[src/rtl/cond_flags_unit.sv]
module cond_flags_unit #(
  parameter int SW      = 32,
  parameter int DW      = 64,
  parameter logic [SW-1:0] WR_MASK = {4'hF, {(SW-4){1'b0}}}
) (
  input  logic          clk,
  input  logic          rst,
  input  logic          wr_en,
  input  logic [SW-1:0] wr_data,
  input  logic          upd_en,
  input  logic [DW-1:0] upd_result,
  input  logic          upd_carry,
  input  logic          upd_ovf,
  input  logic          upd_wide,
  input  logic [3:0]    cond,
  output logic [SW-1:0] status,
  output logic          pass
);
  localparam int HW = DW / 2;

  logic [SW-1:0] stat_q, stat_d;
  logic          fn, fz, fc, fv;
  logic          res_neg, res_zero;

  assign res_neg  = upd_wide ? upd_result[DW-1] : upd_result[HW-1];
  assign res_zero = upd_wide ? (upd_result == '0) : (upd_result[HW-1:0] == '0);

  always_comb begin
    stat_d = stat_q;
    if (wr_en)
      stat_d = (stat_q & ~WR_MASK) | (wr_data & WR_MASK);
    if (upd_en)
      stat_d[SW-1:SW-4] = {res_neg, res_zero, upd_carry, upd_ovf};
  end

  always_ff @(posedge clk) begin
    if (rst) stat_q <= '0;
    else     stat_q <= stat_d;
  end

  assign status = stat_q;
  assign {fn, fz, fc, fv} = stat_q[SW-1:SW-4];

  always_comb begin
    case (cond)
      4'd0:    pass = fz;
      4'd1:    pass = !fz;
      4'd2:    pass = fc;
      4'd3:    pass = !fc;
      4'd4:    pass = fn;
      4'd5:    pass = !fn;
      4'd6:    pass = fv;
      4'd7:    pass = !fv;
      4'd8:    pass = fc && !fz;
      4'd9:    pass = !(fc && !fz);
      4'd10:   pass = (fn == fv);
      4'd11:   pass = (fn != fv);
      4'd12:   pass = !fz && (fn == fv);
      4'd13:   pass = !(!fz && (fn == fv));
      default: pass = 1'b1;
    endcase
  end
endmodule


[config.mk]
export PLATFORM = sky130hd
export DESIGN_NAME = cond_flags_unit
export DESIGN_NICKNAME = d
export VERILOG_FILES = /design/src/rtl/cond_flags_unit.sv
export SDC_FILE = /design/constraint.sdc
export NUM_CORES = 1
export LEC_CHECK = 0
export BUFFER_PORTS_ARGS = -buffer_cell sky130_fd_sc_hd__buf_2
export CAP_MARGIN = 20
export CORE_ASPECT_RATIO = 1.4
export CORE_MARGIN = 2
export CORE_UTILIZATION = 24
export CTS_CLUSTER_SIZE = 25
export DETAILED_ROUTE_END_ITERATION = 12
export PLACE_DENSITY = 0.78
export SLEW_MARGIN = 20
export SYNTH_ARGS = -nofsm -noshare
export SYNTH_HDL_FRONTEND = slang
export SYNTH_SLANG_ARGS = --single-unit
[constraint.sdc]
create_clock -name clk -period 1.5 [get_ports clk]
set_clock_uncertainty 0.15 [all_clocks]
set_input_delay 0.15 -clock clk [delete_from_list [all_inputs] [get_ports clk]]
set_output_delay 0.15 -clock clk [all_outputs]
set_load 0.05 [all_outputs]
---- Word level (Yosys, flattened, before mapping) ----
Cells that the tools add are included.
word-level totals
  output and inout port bits .............. 33
  register bits ........................... 32
  input bits .............................. 107
operators by class
  equal/unequal tests ..................... 15
  bitwise gates (word level) .............. 1
  reductions and logical operators ........ 12
  mux-type cells .......................... 5
operators by type and width
  operator              count
  $logic_not A64 Y1     1
  $logic_not A32 Y1     1
  $mux W32              1
  $or A28 B32 Y32       1
  $eq A4 B4 Y1 const B  6
  $eq A4 B3 Y1 const B  4
  $pmux W1 S14          1
  $eq A4 B2 Y1 const B  2
  $logic_not A1 Y1      6
  $eq A4 B1 Y1 const B  1
  $logic_not A4 Y1      1
  $mux W4               1
  $logic_and A1 B1 Y1   2
  $mux W1               2
  $reduce_bool A2 Y1    1
  $eq A1 B1 Y1          1
  $ne A1 B1 Y1          1

---- Depth between registers and ports, before layout ----
Gate-level depths: netlist of run 1.
  word-level depth ........................ 4
  gate-level depth with buffers ........... 5
  mapped depth without buffers ............ 4

---- Worst setup path after synthesis of run 1 ----
Ideal clock, no wire load.
  path kind ............................... reg2out
  start point ............................. reg stat_q[30] (netlist: status[30])
  end point ............................... out pass
  required time ........................... 1200 ps
  arrival ................................. 1727 ps
  cell stages (with the launch flop) ...... 5
  path slack .............................. -527 ps
  cell sequence ........................... dfxtp_1 -> or3_1 -> a221oi_2 -> o311a_1 -> a211o_1
between the ends
  cells in the longest elaborated chain, start to end .. 4
ends and longest elaborated chain
  item                                           RTL line  RTL
  start: declaration                             21        logic [SW-1:0] stat_q, stat_d;
  start signal: assignment                       38        else stat_q <= stat_d;
  $logic_not A1 Y1                               n/a
  $logic_and A1 B1 Y1, on equally long branches  n/a
  $logic_not A1 Y1, on equally long branches     59, 55
  $pmux W1 S14 *                                 45        case (cond)
  end: declaration                               17        output logic pass
Mark *: on every way between the ends. The rest lies on a longest branch, timed or not.

---- Final worst setup path of run 1 ----
Ends and elaborated chain as after synthesis.

==> out/metrics.csv, run 1 <==
stage,metric,value,unit
placement,hpwl,2220,um
floorplan,start_util,24.8,%
floorplan,die-area,3630,sq um
pwr,clockPowerShare,30.2,%
pwr,power,0.000786,W
flow_run,drv_cap,0,
min_path,hold_depth,2,
global_route,antenna_found_initial,0,
pwr,power.static_leakage,0.677,nW
route,drc,0,
clock_network,cts_buffers,3,
yosys,synth_top_area_share,27.7,%
run_status,status,"complete, but fails checks",
clock_network,cts_tree,yes,
yosys,yosysWarnings,0,
clock_network,clk_pin_slew,0.03,ns
pwr,power.switching,0.000342,W
setup_path,start_kind,register,
setup_path,crit_type,register to output pin,
sta,slew_viol_final,0,
floorplan,die_width,51.5,um
route,detail-route-antenna-nets,0,
finish,syn2layout_area_growth,65.5,%
pwr,swShare,43.5,%
setup_path,critPathCaptureType,output pin,
sta,fmax,526,MHz
finish,nets,304,
finish,largest_reg_flops,4,
sta,fin_setup_tns,-0.402,ns
floorplan,die_h,70.5,um
floorplan,pin_count,140,
pwr,p_per_area,627,nW/um^2
pwr,combPwrFrac,54.2,%
finish,drive_gt1_share,54.1,%
sta,min_period,1.90,ns
finish,utilization,41.0,%
route,vias_per_cell,4.40,
placement,globalplace.congestion,0.723,
floorplan,core_area,3060,sq um
global_route,gr-total-overflow,0,
setup_path,path_max_fanout,5,
setup_path,worstPathArrival,1.60,ns
clock_network,insertion_delay,0.21,ns
sta,worst_slack,-0.402,ns
yosys,syn_avg_cell_area,7.29,sq um
yosys,synth_area,758,sq um
finish,num_antenna_cells,0,
placement,io_buffers,83,
global_route,grt_pass1_wl,3930,um
global_route,grt_max_degree,10,
yosys,synth_area_leader_cell,buf_4,
yosys,async_flop_share,0,%
global_route,grtUsageTotal,14.1,%
yosys,synth_flop_cell,dfxtp_1,
yosys,ys_types,34,
route,dr.pass1.iters,4,
yosys,seq_area_frac_synth,10.6,%
pwr,intPower,0.000444,W
sta,fin_crit_sh,127,%
setup_path,worstPathRequired,1.20,ns
route,drt_wl_total,2430,um
floorplan,num_rows,24,
yosys,yosysMostFrequentCell,buf_4,
yosys,synthCells,104,
clock_network,clockBufferDepth,2,
placement,post-place-ws,-0.291,ns
clock_network,htreeDepth,1,
yosys,synth_common_cells,"28 x buf_4, 15 x nor4_1, 6 x mux2i_1, 6 x nor2_1, 5 x o21ai_0",
clock_network,root_buffer,clkbuf_8,
sta,rsz0062_at_grt,true,
setup_path,rr_worst_depth,4,
sta,setup_viol,1,
route,wl_per_cell,10.3,um
clock_network,cts.sink_count,4,
run_status,violations,setup timing,
pwr,p_seq_share,15.6,%
yosys,ys_seq_elements,4,
global_route,grt_pass1_vias,970,
route,drt_iter0_drc,20,
pwr,peakVddDrop,0.320,mV
yosys,synth_area_leaders,"buf_4 28%, nor4_1 12%, dfxtp_1 11%, mux2i_1 7.9%, o21ai_0 3.3%",
min_path,hp-class,input port to register,
yosys,synth-edff-count,0,
sta,finalHoldViolations,0,
route,num_vias,1034,
-- per-stage QoR --
stage	std cells	hold WS [ns]	cell area, sq um
finish	235	0.0177	1250
global route	235	0.0551	1250
CTS	235	0.0189	1250
detailed placement	231	0.242	1190
global placement	231	0.237	1190
floorplan	131	0.0630	878
-- final cells by class --
type | count | area [sq um]
clock buffers | 4 | 45.0
well taps | 39 | 48.8
multi-input cells | 93 | 559
fillers | 335 | 1810
flip-flops and latches | 4 | 90.1
repair buffers | 93 | 504
inverters | 2 | 7.51
-- power groups by stage --
stage | sequential [W] | clock (W) | combinational (W)
floorplan | 0.000147 | 0 | 0.000304
global placement | 0.000123 | 0 | 0.000410
detailed placement | 0.000124 | 0 | 0.000414
CTS | 0.000122 | 0.000247 | 0.000425
global route | 0.000125 | 0.000254 | 0.000456
finish | 0.000123 | 0.000237 | 0.000426
-- logic make-up (layout without fill, tap and decap cells) --
kind of cell / count (synthesis) / count (layout) / share of synthesized area (%)
buffers and inverters: 34 / 99 / 31.2
muxes: 6 / 6 / 7.92
AOI/OAI and AO/OA: 18 / 18 / 17.2
xor gates and xnor gates: 1 / 1 / 1.16
other: 1 / 28 / 0.495
DFF: 4 / 4 / 10.6
and+or+nand+nor: 40 / 40 / 31.5
-- final timing paths --
| check | from | end | slack, ns |
|---|---|---|---|
| hold reg to reg | status[30] | status[30] | 0.54 |
| hold / removal | rst | status[31] | 0.02 |
| setup / recovery | status[30] | pass | -0.40 |
| setup reg to reg | status[31] | status[31] | 0.34 |
-- routing by layer --
layer	wire length [um]	global-route usage, %
met1	829	13.2
met2	1330	27.9
met3	234	3.21
met5	0	0
met4	34	5.26
-- cell usage in the layout, fill, tap and decap left out, types with 2 or more instances in the layout --
cell type,Yosys,layout
conb_1,1,28
nand3b_1,2,2
a21oi_1,3,3
dfxtp_4,0,2
nor2b_1,2,2
or3_1,2,2
o21ai_0,5,3
nor4_1,15,15
o21ai_1,0,2
dfxtp_2,0,2
inv_1,2,2
buf_4,28,9
buf_2,2,82
nor2_1,6,6
a211oi_1,2,2
nor3_1,2,2
nand4_1,3,3
clkbuf_8,0,3
mux2i_1,6,6
-- critical path, stage by stage (launching register included) --
cell	delay [ns]
dfxtp_4	0.35
buf_4	0.11
or2b_2	0.09
a21oi_1	0.06
o311a_1	0.36
a211o_4	0.27
buf_8	0.15
-- repair_timing --
item | in CTS | in global routing
pin swaps | 1 | 0
hold buffers | 0 | 0
gates resized for setup | 4 | 3
endpoints found under the setup margin | 1 | 1
setup buffers | 0 | 0
endpoints found under the hold margin | 0 | 0
(Power assumes the default switching activity.)
==> run 2, diff against run 1 <==
==> config.mk (replaced) <==
export PLATFORM = sky130hd
export DESIGN_NAME = cond_flags_unit
export DESIGN_NICKNAME = d
export VERILOG_FILES = /design/src/rtl/cond_flags_unit.sv
export SDC_FILE = /design/constraint.sdc
export NUM_CORES = 1
export LEC_CHECK = 0
export CAP_MARGIN = 20
export CORE_AREA = 2 2 53 55
export CTS_CLUSTER_SIZE = 25
export DETAILED_ROUTE_END_ITERATION = 12
export DIE_AREA = 0 0 55 57
export DONT_BUFFER_PORTS = 1
export SLEW_MARGIN = 20
export SYNTH_ARGS = -nofsm -noshare
export SYNTH_HDL_FRONTEND = slang
export SYNTH_SLANG_ARGS = --single-unit
==> run 2 against run 1 <==
Against the previous run: the flow still finishes with violations (setup timing); worst setup slack better by 0.020 ns; largest cell class unchanged; first-iteration DRC count is 25% higher; hold slack worse by 0.010 ns; die area shrank 14%; design area fell by 36%; highest routed layer is now met3; core utilization down 10 points; total power fell by 28%.
==> out/metrics.csv, run 2 (synthesized netlist as in run 1, its figures left out) <==
stage,metric,value,unit,change
floorplan,die_h,57,um,was 70.5 um
placement,io_buffers,0,,was 83
global_route,grt_max_degree,12,,was 10
route,drc,0,,unchanged
flow_run,drv_cap,0,,unchanged
clock_network,cts_tree,yes,,unchanged
route,wl_per_cell,15.1,um,was 10.3 um
clock_network,htreeDepth,1,,unchanged
pwr,power.static_leakage,0.328,nW,was 0.677 nW
sta,rsz0062_at_grt,true,,unchanged
placement,hpwl,1850,um,was 2220 um
sta,fmax,531,MHz,was 526 MHz
sta,setup_viol,1,,unchanged
placement,dpl-instance-area,741,sq um,was 1190 sq um
run_status,status,"complete, but fails checks",,unchanged
route,vias_per_cell,5.19,,was 4.40
sta,min_period,1.88,ns,was 1.90 ns
pwr,p_per_area,704,nW/um^2,was 627 nW/um^2
finish,layout_common_cells,"28 x conb_1, 15 x nor4_1, 7 x buf_4",,"was 82 x buf_2, 28 x conb_1, 15 x nor4_1"
route,drt_wl_total,2190,um,was 2430 um
setup_path,worstPathArrival,1.58,ns,was 1.60 ns
sta,fin_crit_sh,125,%,was 127%
floorplan,start_util,29.0,%,was 24.8%
setup_path,crit_family,compound AO/OA/AOI/OAI gates,,unchanged
floorplan,core_area,2620,sq um,was 3060 sq um
sta,finalHoldViolations,0,,unchanged
setup_path,cp_num_buf_inv,0,,was 2
finish,drive_gt1_share,16.7,%,was 54.1%
setup_path,rrSetupSlack,0.39,ns,was 0.34 ns
route,dr.pass1.iters,4,,unchanged
setup_path,crit_type,register to output pin,,unchanged
sta,whs,0.00778,ns,was 0.0177 ns
setup_path,critPathMaxStageDelay,0.35,ns,was 0.36 ns
global_route,grt_pass1_vias,690,,was 970
global_route,grtUsageTotal,13.1,%,was 14.1%
clock_network,post_cts_resized,0,,was 4
clock_network,cts.sink_count,4,,unchanged
clock_network,clk_pin_slew,0.04,ns,was 0.03 ns
setup_path,critPathCaptureType,output pin,,unchanged
route,drt_iter0_drc,25,,was 20
run_status,violations,setup timing,,unchanged
finish,mostFrequentLayoutCell,conb_1,,was buf_2
finish,num_antenna_cells,0,,unchanged
setup_path,slowest_stage,or3_1,,was o311a_1
placement,post-place-ws,-0.166,ns,was -0.291 ns
floorplan,num_rows,19,,was 24
sta,worst_slack,-0.382,ns,was -0.402 ns
placement,globalplace.congestion,0.752,,was 0.723
sta,slew_viol_final,0,,unchanged
min_path,hp-class,input port to register,,unchanged
floorplan,die_width,55,um,was 51.5 um
setup_path,worstPathCellList,"or3_1, a221oi_2, o311a_1, a211o_4",,"was buf_4, or2b_2, a21oi_1, o311a_1, a211o_4, buf_8"
global_route,gr-total-overflow,0,,unchanged
clock_network,insertion_delay,0.23,ns,was 0.21 ns
finish,syn2layout_area_growth,6.44,%,was 65.5%
global_route,antenna_found_initial,0,,unchanged
sta,fin_setup_tns,-0.382,ns,was -0.402 ns
global_route,grt_pass1_wl,2990,um,was 3930 um
finish,largest_reg_flops,4,,unchanged
clock_network,cts_buffers,3,,unchanged
clock_network,root_buffer,clkbuf_4,,was clkbuf_8
floorplan,pin_count,140,,unchanged
placement,place_inst,137,,was 231
finish,nets,222,,was 304
floorplan,die-area,3140,sq um,was 3630 sq um
finish,fin_cells,145,,was 235
clock_network,clockBufferDepth,2,,unchanged
finish,stdcell_area,807,sq um,was 1250 sq um
pwr,peakVddDrop,0.330,mV,was 0.320 mV
setup_path,start_kind,register,,unchanged
setup_path,worstPathRequired,1.20,ns,about the same
route,detail-route-antenna-nets,0,,unchanged
setup_path,path_max_fanout,6,,was 5
route,num_vias,753,,was 1034
==> run 2: cell count changes in the layout (fill, tap and decap cells not counted) <==
cell and change:
dlygate4sd3_1 +4, nand2_1 +1, clkbuf_4 +3, o21ai_1 -1, buf_6 -1, nand2_4 -1, o21ai_0 +1, clkbuf_8 -3
buf_2 -82, buf_4 -2, buf_8 -1
==> run 2: cell type report <==
type / instances / area, sq um
fill: 281 / 1810
sequential: 4 / 90.1
tap: 31 / 38.8
timing repair buffer: 11 / 92.6
multi-input combinational: 93 / 552
clock buffer: 4 / 26.3
inverter: 2 / 7.51
==> run 2: metrics by stage <==
stage	utilization, %	power (W)
2_1_floorplan	-	0.000451
3_3_place_gp	28.3	0.000406
3_5_place_dp	28.3	0.000411
4_1_cts	30.9	0.000573
5_1_grt	30.9	0.000598
6_report	30.9	0.000568
==> run 2: per-layer routing <==
metal  vias up  GRT usage [%]  share of wire, %  wire (um)
met4         0           3.14                 0          0
met3         0           2.88                11        235
li1        353              -                 -          -
met1       346           13.6                34        754
met2        54           25.2                55       1200
met5         -              0                 0          0
==> run 2: what timing repair did <==
item / CTS / global route
pin swaps: 4 / 1
setup endpoints to repair: 1 / 1
hold buffers: 4 / 0
hold endpoints to repair: 3 / 0
setup buffers: 0 / 0
==> run 2: power breakdown <==
group          internal, W  switching [W]
Sequential        0.000113     0.00000988
Combinational    0.0000690       0.000230
Clock             0.000100      0.0000467
Total             0.000282       0.000286
==> run 2: worst register-to-register path, stage by stage, from the launching register on <==
cell	delay (ns)
dfxtp_2	0.35
buf_4	0.15
mux2i_1	0.12
nor2_1	0.05
a21oi_1	0.12
nor2_1	0.06
==> run 2: worst paths after layout <==
| kind | from | end | cells after the start |
|---|---|---|---|
| min | upd_en | status[28] | 3 |
| max reg2reg | status[28] | status[28] | 5 |
| max | status[31] | pass | 4 |
| min reg2reg | status[29] | status[29] | 4 |
==> run 3, diff against run 2 <==
--- a/config.mk
+++ b/config.mk
@@ -11,6 +11,7 @@
 export DETAILED_ROUTE_END_ITERATION = 12
 export DIE_AREA = 0 0 55 57
 export DONT_BUFFER_PORTS = 1
+export SKIP_CTS_REPAIR_TIMING = 1
 export SLEW_MARGIN = 20
 export SYNTH_ARGS = -nofsm -noshare
 export SYNTH_HDL_FRONTEND = slang
==> run 3 against run 2 <==
Against the previous run: the flow finishes with violations (hold timing, setup timing); critical endpoint unchanged; non-clock buffer count is the same; wire length is essentially flat; combinational power is essentially flat; die area is the same; critical path type unchanged; total power about the same; cell count stayed put; critical path depth is the same.
==> out/metrics.csv, run 3 (synthesized netlist as in run 1, its figures left out) <==
stage,metric,value,unit,change
run_status,status,"complete, but fails checks",,unchanged
run_status,violations,"hold timing, setup timing",,was setup timing
floorplan,die-area,3140,sq um,unchanged
setup_path,worstPathCellList,"or3_1, a221oi_2, o311a_1, a211o_4",,unchanged
placement,hpwl,1850,um,unchanged
clock_network,insertion_delay,0.23,ns,about the same
global_route,antenna_found_initial,0,,unchanged
sta,worst_slack,-0.392,ns,was -0.382 ns
route,drc,0,,unchanged
sta,fmax,529,MHz,was 531 MHz
setup_path,critPathCaptureType,output pin,,unchanged
route,detail-route-antenna-nets,0,,unchanged
finish,nets,222,,unchanged
global_route,grt_max_degree,12,,unchanged
finish,largest_reg_flops,4,,unchanged
clock_network,htreeDepth,1,,unchanged
setup_path,crit_family,compound AO/OA/AOI/OAI gates,,unchanged
finish,syn2layout_area_growth,6.44,%,unchanged
pwr,power,0.000569,W,was 0.000568 W
pwr,power.static_leakage,0.328,nW,about the same
setup_path,path_max_fanout,6,,unchanged
placement,dpl-instance-area,741,sq um,unchanged
pwr,p_per_area,705,nW/um^2,was 704 nW/um^2
floorplan,num_rows,19,,unchanged
finish,stdcell_area,807,sq um,unchanged
finish,utilization,30.9,%,unchanged
floorplan,die_width,55,um,unchanged
floorplan,die_h,57,um,unchanged
placement,io_buffers,0,,unchanged
route,drt_wl_total,2190,um,about the same
sta,finalHoldViolations,2,,was 0
clock_network,cts.sink_count,4,,unchanged
setup_path,cp_num_buf_inv,0,,unchanged
finish,drive_gt1_share,16.7,%,unchanged
global_route,grtUsageTotal,11.8,%,was 13.1%
setup_path,worstPathArrival,1.59,ns,was 1.58 ns
pwr,peakVddDrop,0.330,mV,about the same
setup_path,slowest_stage,dfxtp_4,,was or3_1
clock_network,root_buffer,clkbuf_4,,unchanged
route,num_vias,758,,was 753
sta,rsz0062_at_grt,true,,unchanged
setup_path,worstPathRequired,1.20,ns,about the same
floorplan,pin_count,140,,unchanged
setup_path,start_kind,register,,unchanged
finish,mostFrequentLayoutCell,conb_1,,unchanged
clock_network,cts_tree,yes,,unchanged
clock_network,cts_buffers,3,,unchanged
global_route,grt_pass1_wl,2740,um,was 2990 um
flow_run,drv_cap,0,,unchanged
global_route,grt_pass1_vias,666,,was 690
sta,setup_viol,1,,unchanged
floorplan,start_util,29.0,%,unchanged
setup_path,crit_type,register to output pin,,unchanged
placement,post-place-ws,-0.166,ns,unchanged
route,wl_per_cell,15.1,um,about the same
finish,num_antenna_cells,0,,unchanged
route,vias_per_cell,5.23,,was 5.19
sta,min_period,1.89,ns,was 1.88 ns
route,drt_iter0_drc,27,,was 25
clock_network,clk_pin_slew,0.04,ns,about the same
sta,whs,-0.0150,ns,was 0.00778 ns
clock_network,clockBufferDepth,2,,unchanged
finish,layout_common_cells,"28 x conb_1, 15 x nor4_1, 7 x buf_4",,unchanged
setup_path,critPathMaxStageDelay,0.35,ns,about the same
floorplan,core_area,2620,sq um,unchanged
sta,fin_crit_sh,126,%,was 125%
sta,slew_viol_final,0,,unchanged
min_path,hp-class,input port to register,,unchanged
global_route,gr-total-overflow,0,,unchanged
route,dr.pass1.iters,4,,unchanged
placement,globalplace.congestion,0.752,,unchanged
-- run 3: cell counts in the layout (fill, tap and decap cells not counted) --
No cell type changed its count.
-- run 3: per-layer routing --
layer	wire, um	GRT usage [%]	part of all wire (%)
met1	725	12.6	33
met2	1170	21.4	54
met3	268	3.66	12
met4	23	3.48	1.1
met5	0	0	0
-- run 3: worst min-delay path, cell delays in order --
cell,delay [ns]
nor2_1,0.02
a21oi_1,0.11
nor2_1,0.04
-- run 3: worst paths after layout --
path	start	end	slack [ns]	depth (start not counted)
max reg2reg	status[28]	status[28]	0.40	5
max	status[31]	pass	-0.39	4
min	upd_en	status[29]	-0.02	3
min reg2reg	status[29]	status[29]	0.53	4
-- run 3: final cells by class --
class                      count  area, sq um
clock buffer                   4         26.3
fill                         282         1810
inverter                       2         7.51
multi-input combinational     93          552
sequential                     4         90.1
tap                           31         38.8
timing repair buffer          11         92.6
-- run 3: power by group --
group	switching [W]	total, W	leakage [nW]	internal, W
sequential	0.00000993	0.000123	0.0350	0.000113
clock	0.0000474	0.000147	0.0150	0.000100
combinational	0.000229	0.000298	0.278	0.0000690
total	0.000287	0.000569	0.328	0.000282
-- run 3: metrics by stage --
| stage | std cells | setup TNS, ns |
|---|---|---|
| after floorplan | 131 | -0.166 |
| after global placement | 137 | -0.127 |
| after detailed placement | 137 | -0.166 |
| after CTS | 141 | -0.430 |
| after global routing | 145 | -0.453 |
| final | 145 | -0.392 |
